--- src/rtl/smv_pkg.sv ---
package smv_pkg;
  typedef enum logic {
    ST_IDLE = 1'b0,
    ST_RUN  = 1'b1
  } smv_state_e;
endpackage

--- src/rtl/smv_cell.sv ---
module smv_cell #(
  parameter int DW  = 8,
  parameter int AW  = 20,
  parameter int XAW = 3,
  parameter int IDX = 0
) (
  input  logic           clk_i,
  input  logic           rst_ni,
  input  logic           x_we_i,
  input  logic [XAW-1:0] x_addr_i,
  input  logic [DW-1:0]  x_wdata_i,
  input  logic [DW-1:0]  a_i,
  input  logic [AW-1:0]  psum_i,
  output logic [AW-1:0]  psum_o,
  output logic [DW-1:0]  x_o
);
  localparam int PW = 2 * DW;

  logic [DW-1:0]        x_q;
  logic [AW-1:0]        psum_q;
  logic signed [PW-1:0] prod;
  logic [AW-1:0]        prod_ext;

  assign prod     = $signed(a_i) * $signed(x_q);
  assign prod_ext = {{(AW-PW){prod[PW-1]}}, prod};

  // stationary operand; full-width compare rejects out-of-range indices
  always_ff @(posedge clk_i or negedge rst_ni) begin
    if (!rst_ni) x_q <= '0;
    else if (x_we_i && (x_addr_i == XAW'(IDX))) x_q <= x_wdata_i;
  end

  always_ff @(posedge clk_i or negedge rst_ni) begin
    if (!rst_ni) psum_q <= '0;
    else         psum_q <= psum_i + prod_ext;
  end

  assign psum_o = psum_q;
  assign x_o    = x_q;
endmodule

--- src/rtl/smv_ctrl.sv ---
module smv_ctrl
  import smv_pkg::*;
#(
  parameter int N  = 4,
  parameter int IW = 2
) (
  input  logic          clk_i,
  input  logic          rst_ni,
  input  logic          start_i,
  output logic          valid_o,
  output logic [IW-1:0] idx_o
);
  localparam int CW   = $clog2(2 * N) + 1;
  localparam int LAST = 2 * N - 1;

  smv_state_e    state_q;
  logic [CW-1:0] cnt_q;

  // cnt_q = number of edges since (and including) the start edge
  always_ff @(posedge clk_i or negedge rst_ni) begin
    if (!rst_ni) begin
      state_q <= ST_IDLE;
      cnt_q   <= '0;
    end else if (start_i) begin
      state_q <= ST_RUN;
      cnt_q   <= CW'(1);
    end else if (state_q == ST_RUN) begin
      if (cnt_q == CW'(LAST)) begin
        state_q <= ST_IDLE;
        cnt_q   <= '0;
      end else begin
        cnt_q <= cnt_q + CW'(1);
      end
    end
  end

  assign valid_o = (state_q == ST_RUN) && (cnt_q >= CW'(N));
  assign idx_o   = valid_o ? IW'(cnt_q - CW'(N)) : '0;
endmodule

--- src/rtl/smv_array.sv ---
module smv_array #(
  parameter int N   = 4,
  parameter int DW  = 8,
  parameter int AW  = 20,
  parameter int XAW = $clog2(N) + 1,
  parameter int IW  = (N > 1) ? $clog2(N) : 1
) (
  input  logic            clk_i,
  input  logic            rst_ni,
  input  logic            start_i,
  input  logic            x_we_i,
  input  logic [XAW-1:0]  x_addr_i,
  input  logic [DW-1:0]   x_wdata_i,
  input  logic [N*DW-1:0] a_i,
  output logic [AW-1:0]   y_o,
  output logic            y_valid_o,
  output logic [IW-1:0]   y_idx_o
);
  logic [AW-1:0]   psum [N+1];
  logic [N*DW-1:0] x_flat;

  assign psum[0] = '0;

  for (genvar k = 0; k < N; k++) begin : g_cell
    smv_cell #(
      .DW (DW),
      .AW (AW),
      .XAW(XAW),
      .IDX(k)
    ) u_cell (
      .clk_i    (clk_i),
      .rst_ni   (rst_ni),
      .x_we_i   (x_we_i),
      .x_addr_i (x_addr_i),
      .x_wdata_i(x_wdata_i),
      .a_i      (a_i[k*DW +: DW]),
      .psum_i   (psum[k]),
      .psum_o   (psum[k+1]),
      .x_o      (x_flat[k*DW +: DW])
    );
  end

  smv_ctrl #(
    .N (N),
    .IW(IW)
  ) u_ctrl (
    .clk_i  (clk_i),
    .rst_ni (rst_ni),
    .start_i(start_i),
    .valid_o(y_valid_o),
    .idx_o  (y_idx_o)
  );

  // last cell register is the boundary output
  assign y_o = psum[N];
endmodule

--- config.mk ---
export PLATFORM = sky130hd
export DESIGN_NAME = smv_array
export DESIGN_NICKNAME = d
export VERILOG_FILES = /design/src/rtl/smv_pkg.sv /design/src/rtl/smv_cell.sv /design/src/rtl/smv_ctrl.sv /design/src/rtl/smv_array.sv
export SDC_FILE = /design/constraint.sdc
export NUM_CORES = 1
export LEC_CHECK = 0
export BUFFER_PORTS_ARGS = -buffer_cell sky130_fd_sc_hd__buf_2
export CAP_MARGIN = 10
export CORE_MARGIN = 4
export CORE_UTILIZATION = 65
export DETAILED_ROUTE_END_ITERATION = 8
export PLACE_DENSITY = 0.88
export SYNTH_ARGS = -nofsm -noshare
export SYNTH_HDL_FRONTEND = slang
export SYNTH_HIERARCHICAL = 1
export SYNTH_SLANG_ARGS = --single-unit
--- constraint.sdc ---
create_clock -name clk_i -period 7.7 [get_ports clk_i]
set_clock_uncertainty 0.05 [all_clocks]
set_input_delay 0.385 -clock clk_i [delete_from_list [all_inputs] [get_ports clk_i]]
set_output_delay 0.385 -clock clk_i [all_outputs]
set_load 0.01 [all_outputs]
# Yosys cells after proc, flatten, opt, wreduce, memory -nomap -nowiden
# Cells that the tools add are included.
# classes
n_addsub	5
mul	4
div	0
magnitude_cmp	1
eq_ne	4
shifts	0
n_mux	7
bitwise_logic	0
reduce_logical	7
# op_table
op	count
8-bit by 8-bit multiplier with 16-bit output	4
18-bit by 16-bit adder with 19-bit output	1
17-bit by 16-bit adder with 18-bit output	1
16-bit by 16-bit adder with 17-bit output	1
4-bit 2-to-1 mux	3
3-bit by 2-bit equality test with 1-bit output, second input constant	2
1-bit logical AND	5
4-bit by 1-bit adder with 4-bit output, second input constant	1
4-bit by 3-bit equality test with 1-bit output, second input constant	1
4-bit by 3-bit greater-or-equal comparator with 1-bit output, second input constant	1
3-bit by 1-bit equality test with 1-bit output, second input constant	1
3-bit logical NOT	1
1-bit 2-to-1 mux	3
2-bit 2-to-1 mux	1
2-bit nonzero test	1
2-bit by 1-bit subtractor with 2-bit output, second input constant	1
# totals
reg_bits	107
latch_bits	0
mem_bits_rw	0
rom_bits	0
input_bits	47
out_inout_bits	23
elab_cells	38
mem_count	0

# Longest topological paths before layout
# Gate-level depths: netlist of the first run.
# logic_depth
ltp_word	4
ltp_mapped	25
depth_no_buf	25

# Cells and area by module
# The synthesis of the first run kept the hierarchy.
# modules_own_cells
module	n_inst	cells_each	area_per_inst_um2
smv_cell at g_cell[3].u_cell	1	451	4299.1
smv_cell at g_cell[0].u_cell	1	442	4281.6
smv_cell at g_cell[1].u_cell	1	448	4257.8
smv_cell at g_cell[2].u_cell	1	449	4251.6
smv_ctrl	1	24	291.5
smv_array	1	1	3.8

# Worst setup path before layout of the first run
# Ideal clock, no wire load.
# synth_timing
path_kind	reg2reg
from	register g_cell[2].u_cell.x_q[2]
to	register, netlist name g_cell[2].u_cell/psum_o[19]
setup_ns	0.141
t_arrival_ns	5.648
slack_ns	1.860
stages_incl_launch_ff	25
synth_period_minus_slack_ns	5.840
cell_sequence	dfrtp_1 and2_1 fa_1 inv_1 fa_1 inv_1 fa_1 inv_1 fa_1 inv_1 ha_1 o21ai_0 o21bai_1 o311ai_0 o21ai_0 o31ai_1 xnor2_1 ha_1 a21oi_1 nand2_1 a21o_1 a211o_1 nand3_1 a211oi_2 xor2_1
# synth_via
elab_chain_cells	2
# synth_rtl
item	line	rtl
start: declaration	smv_cell.sv:19	logic [DW-1:0] x_q;
start signal: assignment	smv_cell.sv:30	else if (x_we_i && (x_addr_i == XAW'(IDX))) x_q <= x_wdata_i;
8-bit by 8-bit multiplier with 16-bit output	smv_cell.sv:24	assign prod = $signed(a_i) * $signed(x_q);
17-bit by 16-bit adder with 18-bit output	smv_cell.sv:35	else psum_q <= psum_i + prod_ext;
# No other way between the ends.
# A chain may end at the register's enable or synchronous reset.

# Final worst setup path of the first run
# layout_timing
from	register g_cell[2].u_cell.x_q[2]
to	register, netlist name g_cell[2].u_cell/psum_o[19]
# layout_via
elab_chain_cells	2
# layout_rtl
item	line
8-bit by 8-bit multiplier with 16-bit output	smv_cell.sv:24
17-bit by 16-bit adder with 18-bit output	smv_cell.sv:35
# No other way between the ends.

==> results of run 1 <==
[metrics by stage]
step / utilization / cell area (sq um) / setup WS, ps
2_1_floorplan: - / 17500 / 1860
6_report: 0.718 / 18800 / 1070
4_1_cts: 0.718 / 18800 / 1140
5_1_grt: 0.718 / 18800 / 658
3_5_place_dp: 0.696 / 18200 / 1190
3_3_place_gp: 0.696 / 18200 / 1320
[cell usage after synthesis, drive strengths merged, types with 3 or more instances]
| library cell | count |
|---|---|
| inv | 361 |
| fa | 224 |
| ha | 201 |
| and2 | 179 |
| dfrtp | 117 |
| nand2 | 98 |
| xnor2 | 89 |
| a21oi | 79 |
| o21ai | 60 |
| nor2 | 50 |
| a21o | 41 |
| mux2 | 37 |
| nor2b | 34 |
| xor2 | 33 |
| a211oi | 19 |
| nand2b | 19 |
| o21bai | 16 |
| nand3 | 14 |
| nor3 | 14 |
| and3 | 13 |
| o21a | 9 |
| a31oi | 8 |
| nand4 | 8 |
| o31ai | 7 |
| o311ai | 6 |
| nand3b | 5 |
| a211o | 4 |
| a311oi | 4 |
| o211a | 4 |
| o211ai | 4 |
| o41ai | 4 |
| or3 | 4 |
| and4 | 3 |
| clkbuf | 3 |
| mux2i | 3 |
| nor4 | 3 |
| nor4b | 3 |
| o311a | 3 |
| or4 | 3 |
[cell type report]
cell class                 count  area share
clock buffer                  22      0.0252
clock inverter                 9     0.00545
inverter                     361      0.0720
multi-input combinational   1355       0.699
sequential                   117       0.156
tap                          335      0.0223
timing repair buffer          73      0.0202
[worst paths after layout]
check,from,to,slack (ps),cells past startpoint
setup / recovery,g_cell[2].u_cell/x_o[2],g_cell[2].u_cell/psum_o[19],1070,24
hold / removal,start_i,u_ctrl/cnt_q[2],150,2
setup reg to reg,g_cell[2].u_cell/x_o[2],g_cell[2].u_cell/psum_o[19],1070,24
hold reg to reg,g_cell[2].u_cell/psum_o[0],g_cell[3].u_cell/psum_o[0],450,1
max in group asynchronous,rst_ni,g_cell[1].u_cell/psum_o[18],5750,3
min in group asynchronous,rst_ni,u_ctrl/cnt_q[1],520,2
[kinds of logic (layout without fill, tap and decap cells)]
logic type | Yosys count | count (layout)
xor gates and xnor gates | 123 | 123
muxes | 40 | 40
AOI/OAI and AO/OA | 287 | 287
adders and majority gates | 425 | 425
DFF | 117 | 117
other | 1 | 23
and+or+nand+nor | 457 | 457
buffers and inverters | 365 | 465
[registers in the layout (all words and copies together), names as in the netlist]
register / flops
g_cell.u_cell/psum_o: 80
u_ctrl/state_q: 1
g_cell.u_cell/x_o: 32
u_ctrl/cnt_q: 4
[critical path, delay by kind of cell, from the launching register on]
family | cells | cell delay [ps]
AOI/OAI and AO/OA | 9 | 1690
xor gates and xnor gates | 2 | 800
adders and majority gates | 6 | 2730
and+or+nand+nor | 3 | 490
buffers and inverters | 4 | 200
DFF | 1 | 480
[layer usage]
layer / track usage / vias up / wire length [microns]
li1: - / 6060 / -
met1: 0.330 / 6383 / 15000
met2: 0.479 / 372 / 19300
met3: 0.0333 / 77 / 1630
met4: 0.0820 / 0 / 861
met5: 0 / - / 0
[repair_timing]
| item | in CTS | in global routing |
|---|---|---|
| endpoints found under the hold margin | 34 | 0 |
| hold buffers | 1 | 0 |
| buffers inserted | 0 | 0 |
==> summary.md, run 1 <==
| Metric | Value |
|---|---|
| Nets | 2397 |
| XOR/XNOR share of the synthesized area | 0.0641 |
| Final Hold Fails | 0 |
| Syn. warnings | 6 |
| CTS tree | done |
| Yosys top cell by area | fa_1 |
| Area grow syn2layout | 8.26% |
| Critical Path Slowest Stage Cell | xnor2_1 |
| Core ar. | 0.0262 sq mm |
| Critical path peak fanout | 9 |
| Initial Utilization | 0.663 |
| Initial antenna violation count | 2 |
| Clk_lat worst skew | 420 ps |
| CP Capture Type | register |
| Synthesized area | 0.0174 sq mm |
| Area contributors post-synth | fa_1, dfrtp_1, ha_1 |
| H-tree depth | 4 |
| Setup TNS | 0 ps |
| Worst hold slack | 149 ps |
| Post-synthesis sequential area ratio | 0.168 |
| Die Y | 172 microns |
| Clock root buffer | clkbuf_16 |
| Die Width | 172 microns |
| # diodes | 0 |
| Largest family of logic cells by synthesized area | adder cells |
| Placed cells | 2240 |
| Finish-stage setup viols | 0 |
| Fill count | 1817 |
| Tmin final | 6630 ps |
| Ports | 70 |
| WS Path Type | reg -> reg |
| PortBufs | 69 |
| Top-area cell type share of the netlist area | 0.258 |
| Routed WL | 36800 microns |
| Critical path cell sequence | and2_1, fa_1, inv_1, fa_1, inv_1, fa_1, inv_1, fa_1, inv_1, ha_1, o21ai_0, o21bai_1, o311ai_0, o21ai_0, o31ai_1, xnor2_1, ha_1, a21oi_1, nand2_1, a21o_1, a211o_1, nand3_1, a211oi_2, xor2_1 |
| Initial DRC count | 764 |
| Post-route ant nets | 0 |
| Max_slew headroom | 0.177 |
| DP Wirelength | 30100 microns |
| Die footprint | 0.0294 sq mm |
| Avg WL per Cell | 16.2 microns |
| CTS buffer count | 17 |
| CP peak stage delay | 650 ps |
| Synth Area in Simple Gates | 0.145 |
| Fmax | 151 MHz |
| DRT Pass-1 Iters | 6 |
| Post-synth EDFFs | 0 |
| Routed vias | 12900 |
| Fin cells | 2272 |
| Max Root-Sink Buffers | 2 |
| Final GP Congestion | 0.934 |
| Max-slew violation count | 0 |
| Row Count | 59 |
| Required @ worst endpoint | 7910 ps |
| Share of post-route cells with drive strength above 1 | 0.0909 |
| Congestion Overflow GR | 0 |
| Asr flop ratio synth | 1.00 |
| Mux cell area share after synthesis | 0.0259 |
| Vias/cell | 5.67 |
| Crit path launch type | register |
| Syn Inst Count | 1815 |
| Post-cts resize count | 0 |
| Synthesized flop and latch total | 117 |
| Outcome | finished clean |
| Unrepaired setup endpoints after global routing | no |
| Clk pin slew, worst setup/hold paths | 60 ps |
| Pin count of the biggest net entering global routing | 68 |
| Area occupied by multi-input gates | 0.0132 sq mm |
| Unique masters post-synth | 82 |
| Ys flop type | dfrtp_1 |
| Most frequent cells in the layout | inv_1, fa_1, ha_1 |
| Complex-gate fraction of the synthesized area | 0.115 |
| Reg area | 0.00293 sq mm |
| TritonCTS Sinks | 117 |
| Adder-Cell Fraction of Synth Area | 0.403 |
| Final period utilization | 0.861 |
| Worst EP arrival | 6840 ps |
| GR Util All Layers | 0.264 |
| Global-route wire length before repair | 63100 microns |
| Max-cap violations | 0 |
| Commonest non-fill, non-tap cell in the layout | inv_1 |
| Vias in the first global route | 13500 |
| Least-Margin Pin Slew | 1230 ps |
| Hold/Removal Path Class | in -> reg |
| Average size of a mapped cell | 9.58 sq um |
| DRC | 0 |
Power of run 1 is not shown: default switching activity piles up to over one toggle a cycle in this logic, so the estimate is an artifact.
==> inputs of run 2 (changes only) <==
--- a/config.mk
+++ b/config.mk
@@ -11,6 +11,7 @@
 export CORE_UTILIZATION = 65
 export DETAILED_ROUTE_END_ITERATION = 8
 export PLACE_DENSITY = 0.88
+export REMOVE_ABC_BUFFERS = 1
 export SYNTH_ARGS = -nofsm -noshare
 export SYNTH_HDL_FRONTEND = slang
 export SYNTH_HIERARCHICAL = 1
==> summary.md, run 2 (same netlist as run 1, synthesis figures left out) <==
| Metric | Value |
|---|---|
| Outcome | finished clean |
| Initial antenna violation count | 2 (unchanged) |
| Critical path peak fanout | 9 (unchanged) |
| Final GP Congestion | 0.933 (-0.15%) |
| Hold Crit Depth | 2 (unchanged) |
| Required @ worst endpoint | 7910 ps (about the same) |
| Max reg flops | 80 (unchanged) |
| Post-cts resize count | 0 (unchanged) |
| Post-route ant nets | 0 (unchanged) |
| Finish-stage setup viols | 0 (unchanged) |
| Routed vias | 13000 (+0.88%) |
| Max Root-Sink Buffers | 2 (unchanged) |
| R2R cell count | 24 (unchanged) |
| Critical path cell sequence | and2_1, fa_1, inv_1, fa_1, inv_1, fa_1, inv_1, fa_1, inv_1, ha_1, o21ai_0, o21bai_1, o311ai_0, o21ai_0, o31ai_1, xnor2_1, ha_1, a21oi_1, nand2_1, a21o_1, a211o_1, nand3_1, a211oi_2, xor2_1 |
| Hold_sp | start_i |
| # hold bufs at CTS | 1 (unchanged) |
| WS Path Type | reg -> reg |
| Worst path bufs/invs | 4 (unchanged) |
| Reg2Reg Launch Point | g_cell[2].u_cell/x_o[2] |
| Ports | 70 (unchanged) |
| Die Width | 172 microns (unchanged) |
| Unrepaired setup endpoints after global routing | no |
| CP peak stage delay | 680 ps (+30 ps) |
| Worst r2r dst | g_cell[2].u_cell/psum_o[19] |
| Congestion Overflow GR | 0 (unchanged) |
| Largest delay contributor family on the critical path | adder cells |
| Crit path launch type | register |
| Hold/Removal Path Class | in -> reg |
| Nets | 2397 (unchanged) |
| Initial Utilization | 0.663 (unchanged) |
| Least-Margin Pin Slew | 1140 ps (-91.5 ps) |
| Commonest non-fill, non-tap cell in the layout | inv_1 |
| Tmin final | 6770 ps (+146 ps) |
| Die footprint | 0.0294 sq mm (unchanged) |
| Clk pin slew, worst setup/hold paths | 60 ps (about the same) |
| CTS buffer count | 17 (unchanged) |
| Share of post-route cells with drive strength above 1 | 0.0918 (+0.000985) |
| Max-slew violation count | 0 (unchanged) |
| Critical Path Slowest Stage Cell | xnor2_1 |
| Clk_lat worst skew | 430 ps (about the same) |
| Max-cap violations | 0 (unchanged) |
| CP startpoint | g_cell[2].u_cell/x_o[2] |
| Clock root buffer | clkbuf_16 |
| Max_slew headroom | 0.238 (+0.0611) |
| DRT Pass-1 Iters | 7 (+1) |
| Routed WL | 37300 microns (+1.5%) |
| Die Y | 172 microns (unchanged) |
| DP Wirelength | 30000 microns (-0.36%) |
| Most frequent cells in the layout | inv_1, fa_1, ha_1 |
| R2r setup slk | 930 ps (-150 ps) |
| Vias in the first global route | 13600 (+0.88%) |
| CTS tree | done |
| Hold endpoint | u_ctrl/cnt_q[2] |
| GR Util All Layers | 0.265 (+0.00102) |
| Row Count | 59 (unchanged) |
| TritonCTS Sinks | 117 (unchanged) |
| Final Hold Fails | 0 (unchanged) |
| Pre-CTS setup slack | 1080 ps (-105 ps) |
| Global-route wire length before repair | 63500 microns (+0.60%) |
| Avg WL per Cell | 16.4 microns (+1.5%) |
| Final worst setup slack | 926 ps (-146 ps) |
| Post-CTS setup buffer count | 0 (unchanged) |
| CP Capture Type | register |
| H-tree depth | 4 (unchanged) |
| # diodes | 0 (unchanged) |
| Core ar. | 0.0262 sq mm (unchanged) |
| Vias/cell | 5.72 (+0.83%) |
| Worst EP arrival | 6990 ps (+150 ps) |
| Final period utilization | 0.880 (+0.0190) |
| Initial DRC count | 676 (-12%) |
| Area grow syn2layout | 8.73% |
| Fmax | 148 MHz (-2.2%) |
| DRC | 0 (unchanged) |
| Setup TNS | 0 ps (unchanged) |
| Pin count of the biggest net entering global routing | 68 (unchanged) |
| PortBufs | 69 (unchanged) |
-- run 2: cell types whose count changed in the layout (fill, tap and decap cells not counted) --
cell,change
clkbuf_1,-1
bufinv_16,+3
clkinvlp_4,-1
clkinv_2,-2
clkinv_4,+3
clkbuf_8,-1
-- run 2: layout make-up --
type / instances / area (sq um)
multi-input combinational: 1355 / 13200
fill: 1807 / 7300
sequential: 117 / 2930
inverter: 361 / 1360
clock buffer: 20 / 457
tap: 335 / 419
timing repair buffer: 73 / 380
clock inverter: 12 / 201
-- run 2: how the worst max path moves through the flow --
stage               slack (ps)  cells after the start                           to
floorplan                 1860                     24  g_cell[2].u_cell/psum_o[19]
global placement          1320                     25  g_cell[2].u_cell/psum_o[19]
detailed placement        1080                     25  g_cell[2].u_cell/psum_o[19]
CTS                       1010                     24  g_cell[2].u_cell/psum_o[19]
global route               660                     24  g_cell[2].u_cell/psum_o[19]
finish                     930                     24  g_cell[2].u_cell/psum_o[19]
-- run 2: layer usage --
| metal | track usage | wire [microns] | vias to the layer above |
|---|---|---|---|
| li1 | - | - | 6052 |
| met1 | 0.328 | 15000 | 6450 |
| met2 | 0.480 | 19600 | 400 |
| met3 | 0.0356 | 1630 | 99 |
| met4 | 0.0875 | 1010 | 4 |
| met5 | 0 | 21 | - |
-- run 2: worst reg2reg max path, cell delays in order (launching register included) --
cell and delay (ps):
dfrtp_1 470, and2_1 230, fa_1 570, inv_1 70, fa_1 530, inv_1 60
fa_1 500, inv_1 60, fa_1 480, inv_1 40, ha_1 320, o21ai_0 100
o21bai_1 170, o311ai_0 160, o21ai_0 350, o31ai_1 130, xnor2_1 680, ha_1 400
a21oi_1 310, nand2_1 160, a21o_1 210, a211o_1 290, nand3_1 100, a211oi_2 50
xor2_1 160
-- run 2: metrics by stage --
step           instance area [sq um]  cells   util  hold slack [ps]
4_1_cts                        18900   2273  0.721              137
3_3_place_gp                   18200   2240  0.696              411
2_1_floorplan                  17400   1833      -             39.4
5_1_grt                        18900   2273  0.721              156
6_report                       18900   2273  0.721              144
3_5_place_dp                   18200   2240  0.696              423
Power of run 2 is left out for the same reason.
